[config.mk]
export PLATFORM = sky130hd
export DESIGN_NAME = xlat_inval_ctrl
export DESIGN_NICKNAME = d
export VERILOG_FILES = /design/src/rtl/xlat_inval_pkg.sv /design/src/rtl/xlat_cmd_unit.sv /design/src/rtl/xlat_entry_array.sv /design/src/rtl/xlat_regs.sv /design/src/rtl/xlat_inval_ctrl.sv
export SDC_FILE = /design/constraint.sdc
export NUM_CORES = 2
export LEC_CHECK = 0
export ABC_CLOCK_PERIOD_IN_PS = 3600
export BUFFER_PORTS_ARGS = -buffer_cell sky130_fd_sc_hd__buf_4
export CAP_MARGIN = 20
export CORE_ASPECT_RATIO = 1.75
export CORE_MARGIN = 3
export CORE_UTILIZATION = 55
export CTS_CLUSTER_DIAMETER = 80
export CTS_CLUSTER_SIZE = 12
export DETAILED_ROUTE_END_ITERATION = 16
export PLACE_DENSITY = 0.82
export SLEW_MARGIN = 20
export SYNTH_ARGS = -nofsm -noshare
export SYNTH_HDL_FRONTEND = slang
export SYNTH_SLANG_ARGS = --single-unit
[constraint.sdc]
create_clock -name clk_i -period 3.6 [get_ports clk_i]
set_input_delay 0.18 -clock clk_i [delete_from_list [all_inputs] [get_ports clk_i]]
set_output_delay 0.18 -clock clk_i [all_outputs]
set_load 0.02 [all_outputs]
[src/rtl/xlat_inval_pkg.sv]
package xlat_inval_pkg;
  localparam int REG_AW = 5;
  localparam int DW     = 32;

  localparam logic [REG_AW-1:0] A_IDENT = 5'h00;
  localparam logic [REG_AW-1:0] A_CMD   = 5'h01;
  localparam logic [REG_AW-1:0] A_STAT  = 5'h02;
  localparam logic [REG_AW-1:0] A_FSTAT = 5'h03;
  localparam logic [REG_AW-1:0] A_UROOT = 5'h08;
  localparam logic [REG_AW-1:0] A_WIN0  = 5'h10;

  localparam logic [7:0] CMD_USR_PAGE = 8'h24;
  localparam logic [7:0] CMD_USR_ALL  = 8'h25;
  localparam logic [7:0] CMD_SUP_PAGE = 8'h26;
  localparam logic [7:0] CMD_SUP_ALL  = 8'h27;

  typedef struct packed {
    logic sup;
    logic all;
  } flush_sel_t;

  function automatic logic is_flush_cmd(input logic [7:0] code);
    return code[7:2] == 6'b001001;
  endfunction
endpackage

[src/rtl/xlat_cmd_unit.sv]
module xlat_cmd_unit
  import xlat_inval_pkg::*;
(
  input  logic       clk_i,
  input  logic       rst_ni,
  input  logic       cmd_we_i,
  input  logic [7:0] code_i,
  output logic       exec_o,
  output flush_sel_t sel_o,
  output logic       done_o,
  output logic       bad_o
);
  logic [7:0] code_q;
  logic       exec_q, done_q;

  assign bad_o = cmd_we_i & ~is_flush_cmd(code_i);

  always_ff @(posedge clk_i or negedge rst_ni) begin
    if (!rst_ni) begin
      code_q <= '0;
      exec_q <= 1'b0;
      done_q <= 1'b0;
    end else begin
      if (cmd_we_i) code_q <= code_i;
      exec_q <= cmd_we_i & is_flush_cmd(code_i);
      done_q <= exec_q;
    end
  end

  assign exec_o    = exec_q;
  assign sel_o.sup = code_q[1];
  assign sel_o.all = code_q[0];
  assign done_o    = done_q;
endmodule

[src/rtl/xlat_entry_array.sv]
module xlat_entry_array
  import xlat_inval_pkg::*;
#(
  parameter int N_ENT = 56,
  localparam int IDX_W = $clog2(N_ENT)
) (
  input  logic             clk_i,
  input  logic             rst_ni,
  input  logic             ld_we_i,
  input  logic [IDX_W-1:0] ld_idx_i,
  input  logic [DW-1:0]    ld_tag_i,
  input  logic             ld_sup_i,
  input  logic             ld_valid_i,
  input  logic             exec_i,
  input  flush_sel_t       sel_i,
  input  logic [19:0]      sar_page_i,
  input  logic [IDX_W-1:0] rd_idx_i,
  output logic [DW-1:0]    rd_tag_o,
  output logic             rd_sup_o,
  output logic             rd_valid_o
);
  logic [N_ENT-1:0] valid_q, sup_q, hit;
  logic [DW-1:0]    tag_q [N_ENT];

  for (genvar i = 0; i < N_ENT; i++) begin : g_ent
    logic ld_sel;
    assign ld_sel = ld_we_i && (ld_idx_i == IDX_W'(i));
    // candidate: valid, privilege equal, page equal unless all-pages
    assign hit[i] = valid_q[i] && (sup_q[i] == sel_i.sup) &&
                    (sel_i.all || (tag_q[i][31:12] == sar_page_i));

    always_ff @(posedge clk_i or negedge rst_ni) begin
      if (!rst_ni) begin
        valid_q[i] <= 1'b0;
        sup_q[i]   <= 1'b0;
        tag_q[i]   <= '0;
      end else begin
        if (ld_sel) begin
          valid_q[i] <= ld_valid_i;
          sup_q[i]   <= ld_sup_i;
          tag_q[i]   <= ld_tag_i;
        end else if (exec_i && hit[i]) begin
          valid_q[i] <= 1'b0;
        end
      end
    end
  end

  always_comb begin
    rd_tag_o   = '0;
    rd_sup_o   = 1'b0;
    rd_valid_o = 1'b0;
    for (int i = 0; i < N_ENT; i++) begin
      if (rd_idx_i == IDX_W'(i)) begin
        rd_tag_o   = tag_q[i];
        rd_sup_o   = sup_q[i];
        rd_valid_o = valid_q[i];
      end
    end
  end
endmodule

[src/rtl/xlat_regs.sv]
module xlat_regs
  import xlat_inval_pkg::*;
#(
  parameter logic [DW-1:0] ID_VALUE = 32'h0C0D_0200,
  parameter int N_WIN = 8,
  localparam int N_SIDE = 6,
  localparam int SIDE_IW = $clog2(N_SIDE),
  localparam int WIN_IW = $clog2(N_WIN)
) (
  input  logic              clk_i,
  input  logic              rst_ni,
  input  logic              we_i,
  input  logic              re_i,
  input  logic [REG_AW-1:0] addr_i,
  input  logic [DW-1:0]     wdata_i,
  input  logic              bad_cmd_i,
  output logic              cmd_we_o,
  output logic [DW-1:0]     rdata_o,
  output logic              rvalid_o,
  output logic [19:0]       sar_page_o,
  output logic              flush_o,
  output logic              err_o,
  output logic [N_WIN*DW-1:0] win_o
);
  localparam logic [REG_AW-1:0] A_SADDR_OFF = 5'd2; // sys addr within side block

  logic [DW-1:0] side_q [N_SIDE];
  logic [DW-1:0] win_q  [N_WIN];
  logic [DW-1:0] rdata_q, rd_mux;
  logic          rvalid_q, flush_q, err_q;
  logic          side_hit, win_hit, win_chg, cmd_rd, stat_rd;
  logic [REG_AW-1:0] side_off, win_off;
  logic [SIDE_IW-1:0] side_idx;
  logic [WIN_IW-1:0]  win_idx;

  assign side_off = addr_i - A_FSTAT;
  assign win_off  = addr_i - A_WIN0;
  assign side_idx = side_off[SIDE_IW-1:0];
  assign win_idx  = win_off[WIN_IW-1:0];
  assign side_hit = (addr_i >= A_FSTAT) && (addr_i <= A_UROOT);
  assign win_hit  = (addr_i >= A_WIN0) && (win_off < REG_AW'(N_WIN));
  assign win_chg  = win_q[win_idx] != wdata_i;
  assign cmd_we_o = we_i && (addr_i == A_CMD);
  assign cmd_rd   = re_i && (addr_i == A_CMD);
  assign stat_rd  = re_i && (addr_i == A_STAT);

  for (genvar s = 0; s < N_SIDE; s++) begin : g_side
    always_ff @(posedge clk_i or negedge rst_ni) begin
      if (!rst_ni)                                  side_q[s] <= '0;
      else if (we_i && side_hit && side_idx == SIDE_IW'(s)) side_q[s] <= wdata_i;
    end
  end

  for (genvar w = 0; w < N_WIN; w++) begin : g_win
    always_ff @(posedge clk_i or negedge rst_ni) begin
      if (!rst_ni)                                 win_q[w] <= '0;
      else if (we_i && win_hit && win_idx == WIN_IW'(w)) win_q[w] <= wdata_i;
    end
    assign win_o[w*DW +: DW] = win_q[w];
  end

  always_comb begin
    rd_mux = '0;
    if (addr_i == A_IDENT)     rd_mux = ID_VALUE;
    else if (addr_i == A_STAT) rd_mux = {{(DW-1){1'b0}}, err_q};
    else if (side_hit)         rd_mux = side_q[side_idx];
    else if (win_hit)          rd_mux = win_q[win_idx];
  end

  always_ff @(posedge clk_i or negedge rst_ni) begin
    if (!rst_ni) begin
      rdata_q  <= '0;
      rvalid_q <= 1'b0;
      flush_q  <= 1'b0;
      err_q    <= 1'b0;
    end else begin
      rvalid_q <= re_i;
      if (re_i) rdata_q <= rd_mux;
      flush_q  <= we_i && (side_hit || (win_hit && win_chg));
      // set wins over clear
      err_q    <= bad_cmd_i || cmd_rd || (err_q && !stat_rd);
    end
  end

  assign rdata_o    = rdata_q;
  assign rvalid_o   = rvalid_q;
  assign flush_o    = flush_q;
  assign err_o      = err_q;
  assign sar_page_o = side_q[A_SADDR_OFF][31:12];
endmodule

[src/rtl/xlat_inval_ctrl.sv]
module xlat_inval_ctrl
  import xlat_inval_pkg::*;
#(
  parameter int N_ENT = 56,
  parameter int N_WIN = 8,
  parameter logic [31:0] ID_VALUE = 32'h0C0D_0200,
  localparam int IDX_W = $clog2(N_ENT)
) (
  input  logic              clk_i,
  input  logic              rst_ni,
  input  logic              reg_we_i,
  input  logic              reg_re_i,
  input  logic [REG_AW-1:0] reg_addr_i,
  input  logic [31:0]       reg_wdata_i,
  output logic [31:0]       reg_rdata_o,
  output logic              reg_rvalid_o,
  input  logic              ent_we_i,
  input  logic [IDX_W-1:0]  ent_widx_i,
  input  logic [31:0]       ent_wtag_i,
  input  logic              ent_wsup_i,
  input  logic              ent_wvalid_i,
  input  logic [IDX_W-1:0]  ent_ridx_i,
  output logic [31:0]       ent_rtag_o,
  output logic              ent_rsup_o,
  output logic              ent_rvalid_o,
  output logic [N_WIN*32-1:0] blk_win_o,
  output logic              flush_o,
  output logic              done_o,
  output logic              err_o
);
  logic       cmd_we, bad_cmd, exec, reg_flush;
  flush_sel_t sel;
  logic [19:0] sar_page;

  xlat_regs #(.ID_VALUE(ID_VALUE), .N_WIN(N_WIN)) i_regs (
    .clk_i, .rst_ni,
    .we_i(reg_we_i), .re_i(reg_re_i), .addr_i(reg_addr_i), .wdata_i(reg_wdata_i),
    .bad_cmd_i(bad_cmd), .cmd_we_o(cmd_we),
    .rdata_o(reg_rdata_o), .rvalid_o(reg_rvalid_o),
    .sar_page_o(sar_page), .flush_o(reg_flush), .err_o(err_o), .win_o(blk_win_o)
  );

  xlat_cmd_unit i_cmd (
    .clk_i, .rst_ni,
    .cmd_we_i(cmd_we), .code_i(reg_wdata_i[7:0]),
    .exec_o(exec), .sel_o(sel), .done_o(done_o), .bad_o(bad_cmd)
  );

  xlat_entry_array #(.N_ENT(N_ENT)) i_ents (
    .clk_i, .rst_ni,
    .ld_we_i(ent_we_i), .ld_idx_i(ent_widx_i), .ld_tag_i(ent_wtag_i),
    .ld_sup_i(ent_wsup_i), .ld_valid_i(ent_wvalid_i),
    .exec_i(exec), .sel_i(sel), .sar_page_i(sar_page),
    .rd_idx_i(ent_ridx_i), .rd_tag_o(ent_rtag_o), .rd_sup_o(ent_rsup_o),
    .rd_valid_o(ent_rvalid_o)
  );

  assign flush_o = reg_flush | done_o;
endmodule

# Word level (Yosys, flattened, before mapping)
# Cells that the tools add are included.
# W data, S select, Z words.
# word_totals
register_bits	2391
in_bits	88
output_inout_bits	326
elab_cells	1100
# op_classes
add_sub_neg	2
n_lt_le_gt_ge	6
n_eq_ne	238
muxes	290
bitwise	6
reduce_logical	369
# op_table
operator	count
$mux W32	64
$eq A20 B20 Y1	56
$eq A6 B6 Y1 const B	48
$logic_and A1 B1 Y1	248
$mux W1	224
$bmux W32 S3	2
$eq A6 B5 Y1 const B	32
$reduce_bool A2 Y1	56
$eq A6 B4 Y1 const B	17
$logic_or A1 B1 Y1	59
$eq A1 B1 Y1	56
$eq A6 B3 Y1 const B	8
$ne A32 B32 Y1	1
$eq A6 B2 Y1 const B	4
$eq A3 B3 Y1 const B	6
$eq A3 B2 Y1 const B	4
$eq A6 B1 Y1 const B	2
$logic_not A6 Y1	2
$ge A4 B4 Y1 const B	2
$not A3 Y4	2
$eq A3 B1 Y1 const B	2
$logic_not A3 Y1	2
$eq A5 B1 Y1 const B	1
$eq A5 B2 Y1 const B	1
other kinds (11)	12

# Depth between registers and ports, before layout
# logic_depth
word_depth	57
mapped_depth	15
depth_no_buf	9

# Modules after synthesis
# From an unflattened synthesis, not the netlist that was laid out.
# hier_totals
cells_unflattened	10327
area_unflattened_um2	123492.2
# by_module_without_submodules
mod	instances	cells_per_inst	area_per_inst_um2	seq_area_each_um2
xlat_entry_array	1	8771	101040.7	47645.7
xlat_regs	1	1545	22287.6	12086.6
xlat_cmd_unit	1	10	157.7	100.1
xlat_inval_ctrl	1	1	6.3	0.0

# Worst setup path after synthesis
# No wires, ideal clock.
# synth_path
path_kind	input to register
start	in reg_addr_i[0]
end	reg i_regs.side_q[33] in the netlist's numbering
setup_ns	0.125
arrival_ns	2.939
required_time_ns	3.475
path_slack_ns	0.536
cell_stages	12
path_buffers	5
cell_sequence	buf_2 buf_2 buf_2 buf_2 inv_1 ha_1 nand2_1 a211oi_1 nand2_1 nor2_1 buf_2 mux2_2
# synth_between
elab_chain_len	4
word_cells_on_any_way	7
classes_between	add/sub (1); order compare (2); eq/ne (1); reduce/logical (3)
# synth_rtl
element	line_no	source
from (decl)	xlat_inval_ctrl.sv:13	input logic [REG_AW-1:0] reg_addr_i,
$ge A5 B2 Y1 or $le A5 B4 Y1 (tied branches)	xlat_regs.sv:40	assign side_hit = (addr_i >= A_FSTAT) && (addr_i <= A_UROOT);
$logic_and A1 B1 Y1	xlat_regs.sv:40	
$logic_and A1 B1 Y1	xlat_regs.sv:50	else if (we_i && side_hit && side_idx == SIDE_IW'(s)) side_q[s] <= wdata_i;
$logic_and A1 B1 Y1 (*)	xlat_regs.sv:50	
to (signal, indexed assignment)	xlat_regs.sv:50	
to (decl)	xlat_regs.sv:27	logic [DW-1:0] side_q [N_SIDE];
# Mark *: on every way between the ends. The rest lies on a longest branch, timed or not.
# A chain may end at the register's enable or synchronous reset.

# Worst setup path after layout
# layout_path
start	reg i_ents.tag_q[1690] in the netlist's numbering
end	out ent_rtag_o[26]
# layout_between
elab_chain_len	53
# layout_rtl
element	line_no	source
from (decl)	xlat_entry_array.sv:23	logic [DW-1:0] tag_q [N_ENT];
from (signal, indexed assignment)	xlat_entry_array.sv:41	tag_q[i] <= ld_tag_i;
$mux W32 (53 in a row)	xlat_entry_array.sv:54	if (rd_idx_i == IDX_W'(i)) begin
to (decl)	xlat_inval_ctrl.sv:23	output logic [31:0] ent_rtag_o,
# Every way passes these cells.

==> impl_metrics.env <==
export IMPL_drtAntennaViolNets=0
export IMPL_initial_core_util_pct=55.3
export IMPL_hpwl_um=414000
export IMPL_antenna_found_initial=74
export IMPL_fin_area_sq_um=144000
export IMPL_route_met3_wl_um=71300
export IMPL_dieArea_sq_um=228000
export IMPL_grt_max_degree=156
export IMPL_synth_compound_area_share_pct=8.28
export IMPL_critPathLaunchType="flop"
export IMPL_period_share_pct=116
export IMPL_whs_path_depth=2
export IMPL_drt_total_wl_um=594000
export IMPL_fmax_mhz=240
export IMPL_rows=228
export IMPL_synth_most_common_cell="dfrtp_1"
export IMPL_coreArea_sq_um=221000
export IMPL_r2r_end="i_ents.valid_q[24]"
export IMPL_drive_gt1_share_pct=41.6
export IMPL_p_leak_nw=66.9
export IMPL_skew_ps=51.7
export IMPL_root_buffer="clkbuf_16"
export IMPL_port_buffers=413
export IMPL_die_x_um=362
export IMPL_seq_area_frac_synth_pct=49.1
export IMPL_synth_xor_area_share_pct=8.68
export IMPL_dpl_cell_area_sq_um=134000
export IMPL_ir_worst_vdd_mv=0.555
export IMPL_r2r_start="i_regs.sar_page_o[7]"
export IMPL_synthTopCellsByCount="dfrtp_1, mux2_2, clkbuf_1"
export IMPL_synth_distinct_cells=92
export IMPL_wl_met2_um=257000
export IMPL_synth_nets=10100
export IMPL_wl_met1_um=174000
export IMPL_cts_tree="built"
export IMPL_cap_violations=0
export IMPL_startpoint="i_ents.tag_q[1690]"
export IMPL_worstSkewPairLatency_ps=930
export IMPL_cts_buffers=227
export IMPL_via_per_inst=7.36
export IMPL_grt_overflow=0
export IMPL_synth_top_cell_area_share_pct=49.1
export IMPL_rsz0062_at_grt="yes"
export IMPL_relSlewSlack_pct=14.1
export IMPL_fp_dieH_um=629
export IMPL_top_layer_used="met5"
export IMPL_yosys_area_share_adder_pct=0.0924
export IMPL_grt_use_total_pct=51.7
export IMPL_synth_seq_cells=2391
export IMPL_drtIter0Drc=13900
export IMPL_critical_path_class="reg2out"
export IMPL_setup_tns_ps=-3740
export IMPL_outcome="complete, but fails checks"
export IMPL_min_period_ps=4160
export IMPL_grt_pass1_wl_um=822000
export IMPL_dr_pass1_iters=14
export IMPL_synth_top_family_by_area="multiplexers"
export IMPL_clk_pin_slew_worst_paths_ps=60
export IMPL_synth_edf_count=0
export IMPL_wire_per_inst_um=42.9
export IMPL_reg2reg_slack_ps=60
export IMPL_ys_top_cells_by_area="dfrtp_1, mux2_2, xor2_1, xnor2_1, clkbuf_1"
export IMPL_route_vias_total=102000
export IMPL_syn_area_sq_um=122000
export IMPL_place_gp_congestion=1.12
export IMPL_async_flop_share_pct=100
export IMPL_clk_path_buf_depth=4
export IMPL_syn_inst=10100
export IMPL_yosys_area_top_type="dfrtp_1"
export IMPL_synth_avg_cell_area_sq_um=12.1
export IMPL_hold_end="i_ents.tag_q[1640]"
export IMPL_worstHoldStart="ent_wtag_i[8]"
export IMPL_powerDensity_nw_per_um2=553
export IMPL_cts_sinks=2391
export IMPL_grt_pass1_vias=104000
export IMPL_nets=11000
export IMPL_synthSimpleGateAreaFrac_pct=5.70
export IMPL_p_total_mw=79.4
export IMPL_worstPathArrival_ps=3980
export IMPL_slew_viol_final=0
export IMPL_cp_data_required_time_ps=3420
export IMPL_ioPinCount=414
export IMPL_finalHoldViolCount=0
export IMPL_violations="negative setup slack"
export IMPL_hold_class="in2reg"
export IMPL_reg2regPathDepth=7
export IMPL_cts_htree_levels=4
export IMPL_worst_pin_slew_ps=1290
export IMPL_post_route_drc_count=0
export IMPL_end_kind="primary output"
export IMPL_area_growth_pct=17.7
export IMPL_setup_slack_ps=-561
export IMPL_setup_violations=29
export IMPL_ys_warn_count=0
export IMPL_synth_area_mux_share_pct=24.9
export IMPL_ys_dominant_reg_cell="dfrtp_1"
export IMPL_place_ws_ps=-1000
export IMPL_cp_max_fo=2
[critical path: stages (launching register included)]
cell and delay (ps):
dfrtp_1 380, mux4_2 530, a222oi_1 340, nand3_2 470, a21oi_4 360, nor4_4 80
o21ai_2 230, buf_12 150, nand3_4 180, buf_6 230, buf_6 130
[layout make-up]
type	instances	area [sq um]
antenna	50	125
clock buffer	244	5790
clock inverter	11	173
fill	16800	77000
inverter	65	248
multi-input combinational	6681	60300
sequential	2391	59900
tap	2875	3600
timing repair buffer	1549	13400
[power breakdown]
group / internal, mW / switching (mW)
logic: 9.17 / 12.3
clock network: 11.3 / 10.7
registers: 30.9 / 5.15
total: 51.4 / 28.1
[cells by family after synthesis]
group	Yosys count
buffers and inverters	978
adders and majority gates	9
muxes	2605
DFF	2391
AOI/OAI and AO/OA	1533
xor gates and xnor gates	1208
and+or+nand+nor	1326
[state kept, by name (all words and copies together), names as in the netlist]
| register | count |
|---|---|
| i_ents.tag_q | 1792 |
| i_regs.win_o | 256 |
| i_regs.side_q | 172 |
| i_ents.sup_q | 56 |
| i_ents.valid_q | 56 |
| i_regs.rdata_o | 32 |
| i_regs.sar_page_o | 20 |
| i_cmd.code_q | 2 |
| i_cmd.done_o | 1 |
| i_cmd.exec_o | 1 |
| i_regs.err_o | 1 |
| i_regs.flush_o | 1 |
| i_regs.rvalid_o | 1 |
[layout by cell type, fill, tap and decap left out, types with 130 or more instances in the layout]
master / synthesis / layout
dfrtp_1: 2391 / 2358
mux2_2: 2336 / 2335
buf_4: 23 / 1330
xor2_1: 608 / 607
xnor2_1: 600 / 598
o22ai_1: 322 / 308
o21ai_0: 318 / 289
nand2_1: 287 / 261
nor2_1: 281 / 240
clkbuf_16: 0 / 229
a21oi_1: 231 / 212
a22oi_1: 208 / 194
nor4_1: 203 / 188
nand4_1: 162 / 162
mux2i_1: 162 / 159
nand3_1: 140 / 130
[routing by layer]
metal  global-route usage [%]  up-vias
li1                         -    38200
met1                     51.6    51200
met2                     76.7     8752
met3                     20.3     3847
met4                     59.5       40
met5                    0.639        -
[stage by stage]
stage / cells / util [%] / hold slack, ps
after global placement: 13500 / 60.9 / 85.6
final: 13900 / 65.1 / 18.0
after global routing: 13800 / 65.0 / 45.3
after detailed placement: 13500 / 60.9 / 81.7
after CTS: 13800 / 64.6 / 3.38
after floorplan: 10100 / - / -116
[worst max path at each step]
stage / endpoint / slack, ps / cells past startpoint
global placement: ent_rtag_o[25] / -1290 / 11
global route: ent_rtag_o[26] / -490 / 10
CTS: ent_rtag_o[5] / -330 / 10
finish: ent_rtag_o[26] / -560 / 10
detailed placement: ent_rtag_o[13] / -1000 / 13
floorplan: i_regs.side_q[33] / 540 / 12
[timing repair]
item | 4_1_cts | 5_1_grt
endpoints found under the setup margin | 34 | 34
pin swaps | 91 | 97
resized for setup | 294 | 111
hold buffers | 51 | 2
endpoints found under the hold margin | 1904 | 38
buffers inserted | 46 | 19
Power figures use the tool's default switching activity.
